### config.mk
export PLATFORM = sky130hd
export DESIGN_NAME = corr_predictor
export DESIGN_NICKNAME = d
export VERILOG_FILES = /design/src/rtl/corr_predictor.sv
export SDC_FILE = /design/constraint.sdc
export NUM_CORES = 1
export LEC_CHECK = 0
export BUFFER_PORTS_ARGS = -buffer_cell sky130_fd_sc_hd__buf_2
export CAP_MARGIN = 20
export CORE_MARGIN = 3
export CORE_UTILIZATION = 30
export CTS_CLUSTER_SIZE = 40
export DETAILED_ROUTE_END_ITERATION = 8
export GPL_ROUTABILITY_DRIVEN = 0
export PLACE_DENSITY_LB_ADDON = 0.08
export SETUP_SLACK_MARGIN = 0.15
export SYNTH_ARGS = -nofsm -noshare
export SYNTH_HDL_FRONTEND = slang
export SYNTH_SLANG_ARGS = --single-unit
### constraint.sdc
create_clock -name clk -period 6.98 [get_ports clk]
set_clock_uncertainty 0.15 [all_clocks]
set_input_delay 2.094 -clock clk [delete_from_list [all_inputs] [get_ports clk]]
set_output_delay 2.094 -clock clk [all_outputs]
set_load 0.01 [all_outputs]
### src/rtl/corr_predictor.sv
module corr_predictor #(
  parameter int HIST_BITS = 2,
  parameter int CTR_BITS  = 2,
  parameter int ROWS      = 16,
  parameter int PC_BITS   = 32,
  parameter int ROW_LSB   = 2
) (
  input  logic               clk,
  input  logic               rst,
  input  logic [PC_BITS-1:0] lk_pc,
  output logic               lk_taken,
  input  logic               up_valid,
  input  logic [PC_BITS-1:0] up_pc,
  input  logic               up_taken
);
  localparam int ROW_W      = $clog2(ROWS);
  localparam int SETS       = 1 << HIST_BITS;
  localparam int ENTRIES    = ROWS * SETS;
  localparam int IDX_W      = ROW_W + HIST_BITS;
  localparam int STORE_BITS = ENTRIES * CTR_BITS;
  localparam logic [CTR_BITS-1:0] CTR_TOP = '1;

  logic [CTR_BITS-1:0]  ctr [ENTRIES];
  logic [HIST_BITS-1:0] hist;
  logic [HIST_BITS:0]   hist_ext;
  logic [IDX_W-1:0]     rd_idx, wr_idx;
  logic [CTR_BITS-1:0]  wr_old, wr_new;
  logic                 unused_pc;
  logic                 armed;

  assign unused_pc = ^{lk_pc, up_pc, STORE_BITS[0]};
  assign rd_idx    = {lk_pc[ROW_LSB +: ROW_W], hist};
  assign wr_idx    = {up_pc[ROW_LSB +: ROW_W], hist};
  assign lk_taken  = ctr[rd_idx][CTR_BITS-1];
  assign wr_old    = ctr[wr_idx];
  assign hist_ext  = {hist, up_taken};

  always_comb begin
    if (up_taken) wr_new = (wr_old == CTR_TOP) ? wr_old : wr_old + 1'b1;
    else          wr_new = (wr_old == '0)      ? wr_old : wr_old - 1'b1;
  end

  always_ff @(posedge clk) begin
    if (rst) begin
      for (int i = 0; i < ENTRIES; i++) ctr[i] <= '0;
      hist <= '0;
    end else if (up_valid) begin
      ctr[wr_idx] <= wr_new;
      hist        <= hist_ext[HIST_BITS-1:0];
    end
  end

  always_ff @(posedge clk) armed <= rst | armed;

  assert_reset_clears_R5: assert property (@(posedge clk)
    rst |=> (hist == '0 && !lk_taken));

  assert_hist_idle_R2: assert property (@(posedge clk) disable iff (rst)
    (armed && !up_valid) |=> $stable(hist));

  assert_lookup_steady_R2: assert property (@(posedge clk) disable iff (rst)
    (armed && !$past(up_valid) && !$past(rst) && $stable(lk_pc)) |-> $stable(lk_taken));

  assert_no_overflow_R3: assert property (@(posedge clk) disable iff (rst)
    (armed && up_valid && up_taken && wr_old == CTR_TOP) |=> ctr[$past(wr_idx)] == CTR_TOP);

  assert_no_underflow_R3: assert property (@(posedge clk) disable iff (rst)
    (armed && up_valid && !up_taken && wr_old == '0) |=> ctr[$past(wr_idx)] == '0);

  assert_step_down_R3: assert property (@(posedge clk) disable iff (rst)
    (armed && up_valid && !up_taken && wr_old != '0) |=> ctr[$past(wr_idx)] == $past(wr_old) - 1'b1);
endmodule

==> out/summary.txt <==
most frequent cells in the layout - edfxtp_1, nor2_1, nand2_1
hold_buf cts - 0
internal power - 0.00151 W
critical path depth in cells - 6
flop-to-flop setup slack - 2.06 ns
reg-to-reg endpoint - ctr[34][0]
Setup crit start - hist[0]
P_leak - 2.61 nW
CP delay by family, top - multiplexers
H-tree levels - 4
dpl cells - 838
post-synthesis register bit count - 130
Core Region - 0.0220 mm2
CP Buf/Inv Count - 2
pin count of the biggest net entering global routing - 67
slowest cell delay on critical path - 0.99 ns
Max Fclk - 169 MHz
first-pass GRT wire length - 28.8 mm
PwrDens - 261 mW/mm2
R2R cell count - 9
FFs w/ async S/R, synth - 0
Vias per Instance - 5.08
outcome - complete, no violations
Sw Share - 0.239
commonest non-fill, non-tap cell in the layout - edfxtp_1
GRT Util Overall - 0.160
worst-path fanout max - 31
Hold Path Class - reg2reg
Startpoint Class - flop
VDD IR-drop max - 0.152 mV
Port Buffers - 12
ant diodes - 0
Clk network pwr share - 0.449
Final Hold Violating Endpoints - 0
root buffer cell - clkbuf_16
Rel. slew slack - 0.279
die area - 0.0243 mm2
number of global-route vias before repair - 4776
EDFF count, synth - 128
kind of critical path - reg2out
Post-Synthesis Cells - 581
WP data arrival - 3.67 ns
final period utilization - 0.848
Post-Syn Nets - 649
share of layout cells above drive strength 1 - 0.164
Max-Cap Viols - 0
CP cell instances - buf_4 > mux2_2 > mux2_2 > mux4_2 > mux4_2 > buf_2
Reg power frac - 0.452
synth unique cells - 47
Avg WL per Cell - 21.2 um
crit end category - output port
reg2reg start - hist[0]
syn avg cell area - 11.6 um2
Vias - 4428
total CTS buffers - 17
clock-pin transition on the worst setup and hold timing paths - 0.05 ns
Mapped Area - 0.00673 mm2
crit path capture - lk_taken
Finished Layout Cells - 871
row count - 54
Initial DRC Count - 356
min Tclk post-route - 5.92 ns
global route overflow - 0
Initial Util - 0.307
DRT antenna net count - 0
most common flop cell mapped by yosys - edfxtp_1
combinational group share of total power - 0.099
Slew @ Worst Pin - 1.08 ns
Crit path required time - 4.74 ns
CTS max path bufs - 2
Final setup viols - 0
setup total negative slack - 0 ns
Clk Latency, worst-skew pair - 0.42 ns
RSZ-0062 raised after global routing - false
Nets - 646
Layout Area Growth over Synthesis - 13.0%
Net Sw Power - 0.000474 W
Seq/Total Area, Yosys - 0.577
Post-CTS Setup Inserts - 0
Die Wd - 156 um
clk sinks - 130
drt drc - 0
Total Wirelength - 18.5 mm
Slowest cell on crit path - dfxtp_2
I/O pin count - 69
post-cts resize count - 0
Die Y - 156 um
Yosys warning count - 0
fin. max-slew vios - 0
TritonRoute pass-1 iters - 5
Post-DP HPWL - 12.2 mm
initial antenna violation count - 0
CTS tree - yes
[cell families (layout without fill, tap and decap cells)]
| kind of cell | Yosys count | in the layout | synth area share |
|---|---|---|---|
| mux | 53 | 53 | 0.122 |
| compound gates | 50 | 50 | 0.0520 |
| fa+ha+maj | 2 | 2 | 0.00316 |
| simple gates | 295 | 295 | 0.209 |
| buf+inv | 51 | 61 | 0.0375 |
| flops | 130 | 130 | 0.577 |
[cells in the mapped netlist, types with 4 or more instances]
master | instances | area share
nor2b_1 | 7 | 0.0065
mux4_2 | 22 | 0.074
clkbuf_1 | 17 | 0.0095
nor4_1 | 4 | 0.0037
buf_4 | 4 | 0.0045
a21oi_1 | 8 | 0.0059
mux2i_1 | 21 | 0.031
nand2_1 | 64 | 0.036
nand3_1 | 4 | 0.0030
nor3_1 | 15 | 0.011
nand2b_1 | 57 | 0.053
nand3b_1 | 4 | 0.0045
mux2_2 | 7 | 0.012
edfxtp_1 | 128 | 0.57
o21ai_0 | 5 | 0.0037
buf_1 | 6 | 0.0033
o21bai_1 | 5 | 0.0056
nor3_2 | 7 | 0.010
a22oi_1 | 6 | 0.0067
a21o_1 | 6 | 0.0067
nor2_1 | 120 | 0.067
buf_2 | 19 | 0.014
[worst min-delay path by stage]
stage                     end  startpoint  slack [ns]  cells past startpoint
global placement      hist[1]     hist[1]        0.61                      2
floorplan           ctr[2][0]     hist[1]        0.70                      3
global route          hist[1]     hist[1]        0.67                      2
detailed placement    hist[1]     hist[1]        0.63                      2
finish                hist[1]     hist[1]        0.62                      2
CTS                   hist[1]     hist[1]        0.64                      2
[worst register-to-register path: cells and delay by family, from the launching register on]
kind | cells | cell delay [ns]
AO/OA/AOI/OAI | 4 | 0.95
adder cells (fa/ha/maj) | 1 | 0.97
buffers and inverters | 2 | 0.89
flip-flops | 1 | 0.99
multiplexers | 1 | 0.60
AND/OR/NAND/NOR | 1 | 0.08
[metrics by stage]
| stage | hold slack, ns | setup WS, ns | cell area, um2 | utilization | total power [W] |
|---|---|---|---|---|---|
| finish | 0.623 | 1.06 | 7610 | 0.346 | 0.00198 |
| global route | 0.675 | 0.837 | 7610 | 0.346 | 0.00205 |
| CTS | 0.639 | 1.03 | 7600 | 0.346 | 0.00200 |
| detailed placement | 0.631 | 1.18 | 7020 | 0.320 | 0.00111 |
| global placement | 0.609 | 1.18 | 6980 | 0.318 | 0.00111 |
| floorplan | 0.699 | 1.68 | 6730 | - | 0.00105 |
[sequential cells by signal (all words and copies together), names as in the netlist]
name / flops
ctr: 128
hist: 2
[final cells by class]
type / instances / area (um2)
timing repair buffer: 27 / 181
sequential: 130 / 3890
clock inverter: 5 / 75.1
fill: 2186 / 14400
tap: 280 / 350
multi-input combinational: 400 / 2600
inverter: 2 / 7.51
clock buffer: 27 / 503
[metal layers]
layer  vias up  track usage  share of wire
met5         -            0              0
met4         0       0.0404          0.011
met3        16       0.0319          0.034
met2        75        0.259           0.48
met1      2257        0.222           0.47
li1       2080            -              -
[power by group through the flow]
| stage | clock, W | combinational (W) | sequential (W) |
|---|---|---|---|
| after floorplan | 0 | 0.000145 | 0.000903 |
| after global placement | 0 | 0.000198 | 0.000914 |
| after detailed placement | 0 | 0.000199 | 0.000914 |
| after CTS | 0.000906 | 0.000200 | 0.000898 |
| after global routing | 0.000940 | 0.000213 | 0.000901 |
| final | 0.000891 | 0.000196 | 0.000898 |
Note: power is estimated with default switching activity, not from simulation.
